`src/rtl/adc_start_pkg.sv`:
```
package adc_start_pkg;

  typedef enum logic [0:0] {
    ST_IDLE = 1'b0,
    ST_CONV = 1'b1
  } conv_st_e;

  typedef struct packed {
    logic sw_hit;
    logic rise_hit;
    logic sync_hit;
  } start_req_t;

endpackage

```
`src/rtl/adc_trig_rise.sv`:
```
module adc_trig_rise #(
  parameter int NUM_SRC = 4,
  parameter int SEL_W   = 3
) (
  input  logic               clk_i,
  input  logic               rst_ni,
  input  logic [NUM_SRC-1:0] src_i,
  input  logic [SEL_W-1:0]   sel_i,
  output logic               rise_o
);

  logic [NUM_SRC-1:0] src_q, src_d;
  logic [NUM_SRC-1:0] hit;
  logic               picked;
  logic               picked_q, picked_d;

  // one synchronous sample stage for all sources
  always_comb src_d = src_i;

  for (genvar g = 0; g < NUM_SRC; g++) begin : g_pick
    assign hit[g] = src_q[g] & (sel_i == SEL_W'(g));
  end

  always_comb begin
    picked   = |hit;
    picked_d = picked;
    rise_o   = picked & ~picked_q;
  end

  always_ff @(posedge clk_i or negedge rst_ni) begin
    if (!rst_ni) begin
      src_q    <= '0;
      picked_q <= 1'b0;
    end else begin
      src_q    <= src_d;
      picked_q <= picked_d;
    end
  end

  // a detected rise lasts one cycle while the selection is steady
  assert_rise_one_cycle_R3: assert property (@(posedge clk_i) disable iff (!rst_ni)
    rise_o |=> (!rise_o || !$stable(sel_i)));

endmodule

```
`src/rtl/adc_sync_gate.sv`:
```
module adc_sync_gate #(
  parameter int SEL_W     = 3,
  parameter int SYNC_CODE = 4
) (
  input  logic             clk_i,
  input  logic             rst_ni,
  input  logic             sync_i,
  input  logic [SEL_W-1:0] sel_i,
  input  logic             single_i,
  input  logic             hi_rd_i,
  input  logic             taken_i,
  output logic             req_o
);

  logic sync_q, sync_d;
  logic blocked_q, blocked_d;
  logic chosen;

  always_comb begin
    sync_d = sync_i;
    chosen = (sel_i == SEL_W'(SYNC_CODE));
    if (!single_i)     blocked_d = 1'b0;
    else if (taken_i)  blocked_d = 1'b1;
    else if (hi_rd_i)  blocked_d = 1'b0;
    else               blocked_d = blocked_q;
    req_o = sync_q & chosen & ~blocked_q;
  end

  always_ff @(posedge clk_i or negedge rst_ni) begin
    if (!rst_ni) begin
      sync_q    <= 1'b0;
      blocked_q <= 1'b0;
    end else begin
      sync_q    <= sync_d;
      blocked_q <= blocked_d;
    end
  end

  // a blocked sync path never requests a start
  assert_blocked_quiet_R7: assert property (@(posedge clk_i) disable iff (!rst_ni)
    blocked_q |-> !req_o);

  // a taken single-shot sync start blocks the path on the next cycle
  assert_block_after_take_R7: assert property (@(posedge clk_i) disable iff (!rst_ni)
    (taken_i && single_i) |=> !req_o);

endmodule

```
`src/rtl/adc_conv_seq.sv`:
```
module adc_conv_seq
  import adc_start_pkg::*;
#(
  parameter int CHAN_W = 4
) (
  input  logic              clk_i,
  input  logic              rst_ni,
  input  logic              en_i,
  input  logic              sw_start_i,
  input  logic              auto_en_i,
  input  logic              rise_i,
  input  logic              sync_req_i,
  input  logic              done_i,
  input  logic [CHAN_W-1:0] chan_i,
  output logic              busy_o,
  output logic              start_o,
  output logic              presc_rst_o,
  output logic [CHAN_W-1:0] chan_o,
  output logic              sync_taken_o
);

  conv_st_e           st_q, st_d;
  start_req_t         req;
  logic               accept;
  logic               start_q, start_d;
  logic               presc_q, presc_d;
  logic [CHAN_W-1:0]  chan_q;
  logic               chan_en;

  always_comb begin
    req.sw_hit   = sw_start_i;
    req.rise_hit = auto_en_i & rise_i;
    req.sync_hit = auto_en_i & sync_req_i;
    accept  = (st_q == ST_IDLE) & en_i &
              (req.sw_hit | req.rise_hit | req.sync_hit);
    chan_en = accept;
    start_d = accept;
    presc_d = accept & (req.rise_hit | req.sync_hit);
    sync_taken_o = accept & req.sync_hit;
    st_d = st_q;
    unique case (st_q)
      ST_IDLE: if (accept) st_d = ST_CONV;
      ST_CONV: if (!en_i || done_i) st_d = ST_IDLE;
      default: st_d = ST_IDLE;
    endcase
  end

  always_ff @(posedge clk_i or negedge rst_ni) begin
    if (!rst_ni) begin
      st_q    <= ST_IDLE;
      start_q <= 1'b0;
      presc_q <= 1'b0;
    end else begin
      st_q    <= st_d;
      start_q <= start_d;
      presc_q <= presc_d;
    end
  end

  always_ff @(posedge clk_i or negedge rst_ni) begin
    if (!rst_ni) begin
      chan_q <= '0;
    end else if (chan_en) begin
      chan_q <= chan_i;
    end
  end

  always_comb begin
    busy_o      = (st_q == ST_CONV);
    start_o     = start_q;
    presc_rst_o = presc_q;
    chan_o      = chan_q;
  end

  // the start pulse is always seen together with busy
  assert_start_with_busy_R1: assert property (@(posedge clk_i) disable iff (!rst_ni)
    start_o |-> busy_o);

  // completion releases busy one clock later
  assert_done_clears_R1: assert property (@(posedge clk_i) disable iff (!rst_ni)
    (busy_o && done_i) |=> !busy_o);

  // channel held while a conversion runs
  assert_chan_hold_R2: assert property (@(posedge clk_i) disable iff (!rst_ni)
    busy_o |=> $stable(chan_o));

  // no new start is issued out of a running conversion
  assert_no_start_when_busy_R4: assert property (@(posedge clk_i) disable iff (!rst_ni)
    busy_o |=> !start_o);

  // disable stops the converter
  assert_disable_stops_R8: assert property (@(posedge clk_i) disable iff (!rst_ni)
    !en_i |=> !busy_o);

  // a start pulse never lasts two cycles
  assert_single_pulse_R10: assert property (@(posedge clk_i) disable iff (!rst_ni)
    start_o |=> !start_o);

endmodule

```
`src/rtl/adc_start_ctrl.sv`:
```
module adc_start_ctrl #(
  parameter int NUM_SRC = 4,
  parameter int CHAN_W  = 4,
  parameter int REF_W   = 2,
  localparam int SEL_W  = $clog2(NUM_SRC + 2)
) (
  input  logic               clk_i,
  input  logic               rst_ni,
  input  logic               en_i,
  input  logic               sw_start_i,
  input  logic               auto_en_i,
  input  logic [SEL_W-1:0]   tsel_i,
  input  logic [NUM_SRC-1:0] trig_src_i,
  input  logic               pwm_sync_i,
  input  logic               single_shot_i,
  input  logic [CHAN_W-1:0]  chan_sel_i,
  input  logic               done_i,
  input  logic               hi_rd_i,
  input  logic               ref_we_i,
  input  logic [REF_W-1:0]   ref_sel_i,
  output logic               busy_o,
  output logic               start_o,
  output logic               presc_rst_o,
  output logic [CHAN_W-1:0]  chan_o,
  output logic [REF_W-1:0]   ref_o
);

  localparam int SYNC_CODE = NUM_SRC;

  logic             rst_meta_q, rst_sync_q;
  logic             rise;
  logic             sync_req;
  logic             sync_taken;
  logic [REF_W-1:0] ref_q;

  // reset: asserted at once, released through two flops
  always_ff @(posedge clk_i or negedge rst_ni) begin
    if (!rst_ni) begin
      rst_meta_q <= 1'b0;
      rst_sync_q <= 1'b0;
    end else begin
      rst_meta_q <= 1'b1;
      rst_sync_q <= rst_meta_q;
    end
  end

  adc_trig_rise #(
    .NUM_SRC (NUM_SRC),
    .SEL_W   (SEL_W)
  ) u_rise (
    .clk_i  (clk_i),
    .rst_ni (rst_sync_q),
    .src_i  (trig_src_i),
    .sel_i  (tsel_i),
    .rise_o (rise)
  );

  adc_sync_gate #(
    .SEL_W     (SEL_W),
    .SYNC_CODE (SYNC_CODE)
  ) u_sync (
    .clk_i    (clk_i),
    .rst_ni   (rst_sync_q),
    .sync_i   (pwm_sync_i),
    .sel_i    (tsel_i),
    .single_i (single_shot_i),
    .hi_rd_i  (hi_rd_i),
    .taken_i  (sync_taken),
    .req_o    (sync_req)
  );

  adc_conv_seq #(
    .CHAN_W (CHAN_W)
  ) u_seq (
    .clk_i        (clk_i),
    .rst_ni       (rst_sync_q),
    .en_i         (en_i),
    .sw_start_i   (sw_start_i),
    .auto_en_i    (auto_en_i),
    .rise_i       (rise),
    .sync_req_i   (sync_req),
    .done_i       (done_i),
    .chan_i       (chan_sel_i),
    .busy_o       (busy_o),
    .start_o      (start_o),
    .presc_rst_o  (presc_rst_o),
    .chan_o       (chan_o),
    .sync_taken_o (sync_taken)
  );

  // reference selection: written whatever the enable
  always_ff @(posedge clk_i or negedge rst_sync_q) begin
    if (!rst_sync_q) begin
      ref_q <= '0;
    end else if (ref_we_i) begin
      ref_q <= ref_sel_i;
    end
  end

  always_comb ref_o = ref_q;

  // a write lands whatever the enable
  assert_ref_write_R9: assert property (@(posedge clk_i) disable iff (!rst_sync_q)
    ref_we_i |=> (ref_o == $past(ref_sel_i)));

  // prescaler reset only accompanies a start
  assert_presc_with_start_R6: assert property (@(posedge clk_i) disable iff (!rst_sync_q)
    presc_rst_o |-> start_o);

endmodule

```
`config.mk`:
```
export PLATFORM = sky130hd
export DESIGN_NAME = adc_start_ctrl
export DESIGN_NICKNAME = d
export VERILOG_FILES = /design/src/rtl/adc_start_pkg.sv /design/src/rtl/adc_trig_rise.sv /design/src/rtl/adc_sync_gate.sv /design/src/rtl/adc_conv_seq.sv /design/src/rtl/adc_start_ctrl.sv
export SDC_FILE = /design/constraint.sdc
export NUM_CORES = 1
export LEC_CHECK = 0
export BUFFER_PORTS_ARGS = -buffer_cell sky130_fd_sc_hd__buf_2
export CAP_MARGIN = 30
export CORE_MARGIN = 10
export CORE_UTILIZATION = 30
export DETAILED_ROUTE_END_ITERATION = 6
export SLEW_MARGIN = 10
export SYNTH_ARGS = -nofsm -noshare
export SYNTH_HDL_FRONTEND = slang
export SYNTH_SLANG_ARGS = --single-unit
```
`constraint.sdc`:
```
create_clock -name clk_i -period 0.8 [get_ports clk_i]
set_input_delay 0.08 -clock clk_i [delete_from_list [all_inputs] [get_ports clk_i]]
set_output_delay 0.08 -clock clk_i [all_outputs]
set_load 0.1 [all_outputs]
```
==> results of run 1 <==
[path summary, 6_finish.rpt]
| path | from | to | slack, ns | cells after the start |
|---|---|---|---|---|
| max | u_seq.busy_o$_DFF_PN0_ | u_seq.chan_o[3]$_DFFE_PN0P_ | -0.75 | 4 |
| min | single_shot_i | u_sync.blocked_q$_DFFE_PN0P_ | 0.02 | 2 |
| max reg2reg | u_seq.busy_o$_DFF_PN0_ | u_seq.chan_o[3]$_DFFE_PN0P_ | -0.75 | 4 |
| min reg2reg | rst_sync_q$_DFF_PN0_ | u_seq.chan_o[3]$_DFFE_PN0P_ | 0.18 | 1 |
| max in group asynchronous | rst_sync_q$_DFF_PN0_ | ref_o[1]$_DFFE_PN0P_ | 0.42 | 1 |
| min in group asynchronous | rst_ni | rst_meta_q$_DFF_PN0_ | 0.09 | 2 |
[timing repair]
item	CTS	global route
buffers inserted	4	0
hold buffers	8	0
gates resized for setup	9	5
hold endpoints to repair	9	0
pin swaps	0	2
setup endpoints to repair	20	20
[power by group]
group	switching, mW	internal, mW
Combinational	0.942	0.792
Clock	0.266	0.277
Sequential	0.0827	1.05
Total	1.29	2.12
[cell type report]
cell class	instances	area, sq um
fill	204	863
timing repair buffer	55	524
sequential	18	469
multi-input combinational	22	238
clock buffer	4	36.3
tap	28	35.0
inverter	1	3.75
[through the flow]
step | utilization, % | cell area, sq um | power (mW) | hold WS [ns] | cells
4_1_cts | 59.2 | 1280 | 3.42 | 0.0119 | 128
2_1_floorplan | - | 688 | 2.01 | -0.216 | 41
3_3_place_gp | 50.9 | 1100 | 2.69 | -0.134 | 112
5_1_grt | 60.2 | 1310 | 3.56 | 0.00312 | 128
6_report | 60.2 | 1310 | 3.41 | 0.0164 | 128
3_5_place_dp | 50.9 | 1100 | 2.71 | -0.133 | 112
[cell usage after synthesis]
library cell  count
nand4_2           1
nor2b_1           1
nand2_2           1
a21oi_1           1
o22ai_1           1
and2_1            2
nor2_1            2
inv_1             1
mux4_2            1
o21bai_1          1
mux2_4            4
nand3b_1          2
dfrtp_1          18
mux2_2            2
nand2_1           1
a31oi_4           1
conb_1            1
[kinds of logic (layout without fill, tap and decap cells)]
logic type / count (synthesis) / in the layout / share of synthesized area (%)
other cells: 1 / 1 / 0.562
simple gates: 10 / 10 / 9.57
buf+inv: 1 / 60 / 0.562
mux: 7 / 7 / 15.8
flops: 18 / 18 / 67.5
compound gates: 4 / 4 / 6.00
[state kept, by name (all words and copies together), names as in the netlist]
register,count
u_rise.src_q,4
u_seq.chan_o,4
ref_o,2
rst_meta_q,1
rst_sync_q,1
u_rise.picked_q,1
u_seq.busy_o,1
u_seq.presc_rst_o,1
u_seq.start_o,1
u_sync.blocked_q,1
u_sync.sync_q,1
[routing by layer]
metal / wire length [microns] / share of wire [%] / vias to the layer above
li1: - / - / 257
met1: 620 / 37 / 266
met3: 139 / 8.3 / 0
met2: 917 / 55 / 17
met4: 0 / 0 / 0
met5: 0 / 0 / -
[critical path, delay by kind of cell (launching register included)]
kind                   cells  cell delay (ns)
flip-flops                 1             0.49
multiplexers               1             0.33
buffers and inverters      1             0.16
AND/OR/NAND/NOR            1             0.19
AO/OA/AOI/OAI              1             0.27
==> results.sh, run 1 <==
export IMPL_dieArea_sq_um=4510
export IMPL_initial_core_util_pct=30.7
export IMPL_wl_microns=1680
export IMPL_yosys_area_top_type="dfrtp_1"
export IMPL_grt_overflow=0
export IMPL_synth_top_area_share_pct=67.5
export IMPL_cpPeakStageDelay_ns=0.49
export IMPL_numPortBuffers=31
export IMPL_vias=540
export IMPL_grt_first_pass_wirelength_microns=2700
export IMPL_row_count=17
export IMPL_syn2layout_area_growth_pct=95.9
export IMPL_max_vdd_ir_drop_uv=2540
export IMPL_worstPathArrival_ns=1.73
export IMPL_slew_viol_final=0
export IMPL_post_dp_hpwl_microns=1330
export IMPL_layout_nets=124
export IMPL_chipHeight_microns=67.2
export IMPL_final_setup_viol_count=20
export IMPL_p_leak_nw=0.611
export IMPL_grt_pass1_vias=633
export IMPL_track_usage_pct=7.80
export IMPL_synthCells=41
export IMPL_synth_nets=64
export IMPL_antenna_found_initial=0
export IMPL_pin_count=32
export IMPL_cp_end_kind="flop"
export IMPL_diodes=0
export IMPL_grt_max_degree=17
export IMPL_layout_drive_gt1_share_pct=74.0
export IMPL_setup_tns_ns=-7.81
export IMPL_cp_max_fo=6
export IMPL_drt_first_pass_iters=2
export IMPL_setup_ws_ns=-0.751
export IMPL_finClkSkew_ns=0.00644
export IMPL_ys_seq_elements=18
export IMPL_fin_crit_ns=1.55
export IMPL_rsz0062_at_grt="yes"
export IMPL_yosys_top_cells_area="dfrtp_1 (68%), mux2_4 (9.0%), mux2_2 (3.4%), mux4_2 (3.4%), a31oi_4 (3.2%)"
export IMPL_synth_distinct_cells=17
export IMPL_cts_htree_levels=1
export IMPL_hold_viol_final=0
export IMPL_grt_util_met1_pct=8.11
export IMPL_crit_chain="nand3b_1, buf_4, a31oi_4, mux2_4"
export IMPL_grt_busiest_layer="met2"
export IMPL_viasPerCell=4.22
export IMPL_die_w_microns=67.2
export IMPL_cts_tree="done"
export IMPL_cts_sinks=18
export IMPL_drc=0
export IMPL_gp_congestion=0.726
export IMPL_drt_first_iter_violations=6
export IMPL_fin_crit_sh_pct=194
export IMPL_power_density_nw_per_um2=2610
export IMPL_numCtsBuffers=3
export IMPL_final_common_cell="buf_2"
export IMPL_worstHoldPathType="in -> reg"
export IMPL_clk_latency_ns=0.29
export IMPL_clockRootBuffer="clkbuf_4"
export IMPL_cp_start_kind="flop"
export IMPL_crit_required_ns=0.98
export IMPL_avgSynthCellArea_sq_um=16.3
export IMPL_ys_warn_count=0
export IMPL_drt_wirelength_per_cell_microns=13.1
export IMPL_status="finished with violations"
export IMPL_seq_area_frac_synth_pct=67.5
export IMPL_violations="setup timing"
export IMPL_fmax_mhz=645
export IMPL_crit_slowest_cell="dfrtp_4"
export IMPL_maxCapViolCount=0
export IMPL_dp_worst_setup_slack_ns=-0.743
export IMPL_antenna_left=0
export IMPL_final_cell_mix="buf_2 (22), buf_12 (9), buf_6 (9), dfrtp_1 (9), dlygate4sd3_1 (8)"
export IMPL_netlist_area_sq_um=667
export IMPL_clk_pin_slew_ns=0.10
export IMPL_path_class="reg -> reg"
export IMPL_coreArea_sq_um=2170
export IMPL_clock_path_buffers=2
export IMPL_use_met2_pct=13.7
export IMPL_groute_layer_met3_usage_pct=3.64
(Power assumes the default switching activity.)
==> run 2: changes to the inputs <==
--- a/config.mk
+++ b/config.mk
@@ -14,3 +14,4 @@
 export SYNTH_ARGS = -nofsm -noshare
 export SYNTH_HDL_FRONTEND = slang
 export SYNTH_SLANG_ARGS = --single-unit
+export TNS_END_PERCENT = 20
==> results.sh, run 2 (synthesis results as in run 1) <==
export IMPL_status="finished with violations"
export IMPL_violations="setup timing"
export IMPL_comb_power_share_pct=51.3
export IMPL_pin_count=32
export IMPL_reg2reg_to="u_seq.chan_o[1]$_DFFE_PN0P_"
export IMPL_p_switching_mw=1.24
export IMPL_dp_worst_setup_slack_ns=-0.732
export IMPL_power_density_nw_per_um2=2610
export IMPL_diodes=0
export IMPL_final_core_util_pct=56.4
export IMPL_cpPeakStageDelay_ns=0.48
export IMPL_clk_latency_ns=0.29
export IMPL_numCtsBuffers=3
export IMPL_coreArea_sq_um=2170
export IMPL_maxCapViolCount=0
export IMPL_rsz0062_at_grt="yes"
export IMPL_r2r_start="u_seq.busy_o$_DFF_PN0_"
export IMPL_die_w_microns=67.2
export IMPL_switching_share_pct=38.9
export IMPL_clk_pin_slew_ns=0.09
export IMPL_max_vdd_ir_drop_uv=1650
export IMPL_crit_chain="nand3b_1, and2_4, a31oi_4, mux2_4"
export IMPL_drt_first_iter_violations=1
export IMPL_cts_sinks=18
export IMPL_hold_viol_final=0
export IMPL_power_frac_seq_pct=34.7
export IMPL_seq_area_sq_um=454
export IMPL_final_cells=125
export IMPL_post_dp_hpwl_microns=1220
export IMPL_row_count=17
export IMPL_track_usage_pct=7.65
export IMPL_fin_crit_sh_pct=196
export IMPL_cts_htree_levels=1
export IMPL_viasPerCell=4.19
export IMPL_wl_microns=1550
export IMPL_drc=0
export IMPL_crit_slowest_cell="dfrtp_4"
export IMPL_slew_viol_final=0
export IMPL_dieArea_sq_um=4510
export IMPL_initial_core_util_pct=30.7
export IMPL_rrSetupSlack_ns=-0.77
export IMPL_drt_wirelength_per_cell_microns=12.4
export IMPL_vias=524
export IMPL_grt_pass1_vias=623
export IMPL_antenna_left=0
export IMPL_antenna_found_initial=0
export IMPL_placed_cells=110
export IMPL_worstPathArrival_ns=1.76
export IMPL_worstHoldPathType="in -> reg"
export IMPL_stdcell_area_sq_um=1220
export IMPL_clockRootBuffer="clkbuf_4"
export IMPL_numPortBuffers=31
export IMPL_cp_start_kind="flop"
export IMPL_placed_area_sq_um=1070
export IMPL_clock_path_buffers=2
export IMPL_num_fill_cells=186
export IMPL_worstHoldPathCells=2
export IMPL_grt_max_degree=11
export IMPL_layout_nets=121
export IMPL_setup_ws_ns=-0.770
export IMPL_finClkSkew_ns=0.00722
export IMPL_setup_tns_ns=-7.38
export IMPL_drt_first_pass_iters=2
export IMPL_reg2reg_depth=4
export IMPL_whs_endpoint="u_seq.chan_o[2]$_DFFE_PN0P_"
export IMPL_cp_end_kind="flop"
export IMPL_fin_crit_ns=1.57
export IMPL_crit_required_ns=0.99
export IMPL_clkPwrFrac_pct=14.0
export IMPL_intPower_mw=1.95
export IMPL_final_common_cell="buf_2"
export IMPL_final_setup_viol_count=18
export IMPL_grt_first_pass_wirelength_microns=2660
export IMPL_chipHeight_microns=67.2
export IMPL_cts_tree="done"
export IMPL_final_cell_mix="buf_2 (22), dfrtp_1 (17), dlygate4sd3_1 (9), buf_12 (9), buf_4 (7)"
export IMPL_p_leak_nw=0.582
export IMPL_path_class="reg -> reg"
export IMPL_hp_start="chan_sel_i[2]"
export IMPL_cp_max_fo=6
export IMPL_grt_overflow=0
export IMPL_fmax_mhz=637
export IMPL_gp_congestion=0.684
export IMPL_syn2layout_area_growth_pct=83.5
export IMPL_layout_drive_gt1_share_pct=59.8
export IMPL_multi_input_area_sq_um=215
run 2: cell count changes in the layout (fill, tap and decap cells not counted), moves of 2 or more:
cell / delta
dfrtp_2: -6
dfrtp_4: -2
dfrtp_1: +8
buf_6: -4
run 2: how the worst max path moves through the flow:
stage                                 from                     endpoint
CTS                 u_seq.busy_o$_DFF_PN0_  u_seq.chan_o[1]$_DFFE_PN0P_
floorplan           u_seq.busy_o$_DFF_PN0_  u_seq.chan_o[0]$_DFFE_PN0P_
global placement    u_seq.busy_o$_DFF_PN0_  u_seq.chan_o[2]$_DFFE_PN0P_
finish              u_seq.busy_o$_DFF_PN0_  u_seq.chan_o[1]$_DFFE_PN0P_
global route        u_seq.busy_o$_DFF_PN0_  u_seq.chan_o[1]$_DFFE_PN0P_
detailed placement  u_seq.busy_o$_DFF_PN0_  u_seq.chan_o[0]$_DFFE_PN0P_
run 2: worst max-delay path, delay by kind of cell (launching register included):
| family | cells | cell delay (ns) |
|---|---|---|
| compound gates | 1 | 0.27 |
| flops | 1 | 0.48 |
| mux | 1 | 0.33 |
| simple gates | 2 | 0.38 |
run 2: final cells by class:
class,count,share of cell area [%]
Tap cell,28,2.86
Inverter,1,0.307
Clock buffer,4,2.15
Sequential cell,18,37.1
Multi-Input combinational cell,22,17.6
Timing Repair Buffer,52,40.0
run 2: power by group through the flow:
| stage | Sequential (mW) | Combinational (mW) | Clock [mW] |
|---|---|---|---|
| 6_report | 1.11 | 1.64 | 0.448 |
| 5_1_grt | 1.12 | 1.70 | 0.491 |
| 4_1_cts | 1.11 | 1.64 | 0.476 |
| 3_5_place_dp | 1.11 | 1.56 | 0 |
| 3_3_place_gp | 1.11 | 1.55 | 0 |
| 2_1_floorplan | 1.79 | 0.190 | 0 |
run 2: metal layers:
layer	track usage, %	routed length, microns
met3	5.62	255
met4	4.62	40
met5	0	0
met2	11.1	680
met1	7.78	569
run 2: what timing repair did:
| item | 4_1_cts | 5_1_grt |
|---|---|---|
| hold buffers | 9 | 0 |
| gates cloned | 0 | 0 |
| gates resized for setup | 5 | 0 |
| endpoints found under the setup margin | 19 | 20 |
| setup buffers | 1 | 1 |
| pin swaps | 3 | 1 |
| hold endpoints to repair | 10 | 0 |
run 2: stage by stage:
stage	power [mW]	hold slack (ns)
after floorplan	1.98	-0.216
after detailed placement	2.67	-0.134
final	3.19	0.0126
after CTS	3.23	0.00238
after global routing	3.31	0.00928
after global placement	2.66	-0.136
==> run 3: changes to the inputs <==
--- a/config.mk
+++ b/config.mk
@@ -7,6 +7,7 @@
 export LEC_CHECK = 0
 export BUFFER_PORTS_ARGS = -buffer_cell sky130_fd_sc_hd__buf_2
 export CAP_MARGIN = 30
+export CORE_ASPECT_RATIO = 1.1
 export CORE_MARGIN = 10
 export CORE_UTILIZATION = 30
 export DETAILED_ROUTE_END_ITERATION = 6
==> results.sh, run 3 (synthesis results as in run 1) <==
export IMPL_finClkSkew_ns=0.00111
export IMPL_hold_slack_ns=0.0214
export IMPL_clockRootBuffer="clkbuf_4"
export IMPL_clkPwrFrac_pct=16.5
export IMPL_cts_sinks=18
export IMPL_vias=514
export IMPL_crit_slowest_cell="dfrtp_4"
export IMPL_coreArea_sq_um=2060
export IMPL_maxCapViolCount=0
export IMPL_cp_end_kind="flop"
export IMPL_clock_path_buffers=2
export IMPL_final_cell_mix="buf_2 (22), dfrtp_1 (17), buf_12 (9)"
export IMPL_pin_count=32
export IMPL_die_w_microns=65.0
export IMPL_path_class="reg -> reg"
export IMPL_cp_max_fo=6
export IMPL_power_total_mw=3.29
export IMPL_power_frac_seq_pct=33.7
export IMPL_dieArea_sq_um=4510
export IMPL_wl_microns=1610
export IMPL_violations="setup timing"
export IMPL_cp_num_buf_inv=0
export IMPL_intPower_mw=2.03
export IMPL_crit_required_ns=0.98
export IMPL_setup_ws_ns=-0.751
export IMPL_reg2reg_depth=4
export IMPL_numPortBuffers=31
export IMPL_rrSetupSlack_ns=-0.75
export IMPL_critical_path_top_delay_family="flip-flops"
export IMPL_layout_drive_gt1_share_pct=62.5
export IMPL_whs_endpoint="u_seq.chan_o[3]$_DFFE_PN0P_"
export IMPL_drt_first_pass_iters=2
export IMPL_reg2reg_to="u_seq.chan_o[0]$_DFFE_PN0P_"
export IMPL_drt_first_iter_violations=13
export IMPL_r2r_start="u_seq.busy_o$_DFF_PN0_"
export IMPL_clk_pin_slew_ns=0.10
export IMPL_syn2layout_area_growth_pct=85.0
export IMPL_num_fill_cells=169
export IMPL_hold_viol_final=0
export IMPL_chipHeight_microns=69.5
export IMPL_initial_core_util_pct=32.3
export IMPL_rsz0062_at_grt="yes"
export IMPL_row_count=17
export IMPL_final_common_cell="buf_2"
export IMPL_cpPeakStageDelay_ns=0.48
export IMPL_cts_htree_levels=1
export IMPL_cp_start_kind="flop"
export IMPL_antenna_left=0
export IMPL_switching_share_pct=38.3
export IMPL_clk_latency_ns=0.28
export IMPL_p_leak_nw=0.590
export IMPL_crit_chain="nand3b_1, and2_4, a31oi_4, mux2_4"
export IMPL_worstHoldPathType="in -> reg"
export IMPL_grt_first_pass_wirelength_microns=2600
export IMPL_track_usage_pct=7.13
export IMPL_diodes=0
export IMPL_max_vdd_ir_drop_uv=1630
export IMPL_slew_viol_final=0
export IMPL_multi_input_area_sq_um=225
export IMPL_seq_area_sq_um=454
export IMPL_power_density_nw_per_um2=2670
export IMPL_viasPerCell=4.15
export IMPL_drt_wirelength_per_cell_microns=13.0
export IMPL_layout_nets=120
export IMPL_gp_congestion=0.651
export IMPL_fmax_mhz=645
export IMPL_grt_max_degree=11
export IMPL_worstPathArrival_ns=1.73
export IMPL_grt_pass1_vias=584
export IMPL_grt_overflow=0
export IMPL_cts_tree="done"
export IMPL_worstHoldPathCells=2
export IMPL_drc=0
export IMPL_p_switching_mw=1.26
export IMPL_post_dp_hpwl_microns=1250
export IMPL_fin_crit_ns=1.55
export IMPL_fin_crit_sh_pct=194
export IMPL_hp_start="chan_sel_i[3]"
export IMPL_status="finished with violations"
export IMPL_antenna_found_initial=0
export IMPL_numCtsBuffers=3
export IMPL_comb_power_share_pct=49.8
export IMPL_final_setup_viol_count=19
## run 3: power groups by stage
stage	Sequential, mW	Clock [mW]	Combinational, mW
after floorplan	1.79	0	0.190
after global placement	1.11	0	1.55
after detailed placement	1.11	0	1.57
after CTS	1.11	0.565	1.65
after global routing	1.13	0.597	1.71
final	1.11	0.542	1.64
## run 3: final cells by class
class	instances	share of cell area, %
Multi-Input combinational cell	22	18.3
Sequential cell	18	36.8
Tap cell	28	2.84
Clock buffer	4	2.94
Inverter	1	0.304
Timing Repair Buffer	51	38.8
## run 3: worst max path at each step
| stage | start | to | slack (ns) | cells after the start |
|---|---|---|---|---|
| 2_1_floorplan | u_seq.busy_o$_DFF_PN0_ | u_seq.chan_o[0]$_DFFE_PN0P_ | -0.92 | 4 |
| 3_3_place_gp | u_seq.busy_o$_DFF_PN0_ | u_seq.chan_o[2]$_DFFE_PN0P_ | -0.71 | 4 |
| 3_5_place_dp | u_seq.busy_o$_DFF_PN0_ | u_seq.chan_o[0]$_DFFE_PN0P_ | -0.76 | 4 |
| 4_1_cts | u_seq.busy_o$_DFF_PN0_ | u_seq.chan_o[0]$_DFFE_PN0P_ | -0.76 | 4 |
| 5_1_grt | u_seq.busy_o$_DFF_PN0_ | u_seq.chan_o[2]$_DFFE_PN0P_ | -0.81 | 4 |
| 6_report | u_seq.busy_o$_DFF_PN0_ | u_seq.chan_o[0]$_DFFE_PN0P_ | -0.75 | 4 |
## run 3: worst reg2reg max path, delay by kind of cell, from the launching register on
kind / cells / cell delay, ns
and+or+nand+nor: 2 / 0.36
AOI/OAI and AO/OA: 1 / 0.27
muxes: 1 / 0.33
DFF: 1 / 0.48
## run 3: timing repair
item                                    CTS  global route
hold buffers                              8             0
resized for setup                         5             2
gates cloned                              0             0
endpoints found under the hold margin     9             0
buffers inserted                          1             0
pin swaps                                 3             1
endpoints found under the setup margin   19            20
## run 3: layer usage
| layer | global-route usage, % | wire, microns | up-vias |
|---|---|---|---|
| li1 | - | - | 251 |
| met1 | 7.49 | 605 | 238 |
| met2 | 10.7 | 749 | 25 |
| met3 | 6.12 | 258 | 0 |
| met4 | 1.42 | 0 | 0 |
| met5 | 0 | 0 | - |
## run 3: stage by stage
step,std cells,worst slack [ns],util (%),TNS [ns],area (sq um)
finish,124,-0.751,59.8,-6.97,1230
global route,124,-0.808,59.8,-7.86,1230
CTS,124,-0.758,59.3,-7.17,1220
detailed placement,111,-0.763,52.4,-4.99,1080
global placement,111,-0.708,52.4,-4.71,1080
floorplan,41,-0.917,-,-8.14,673
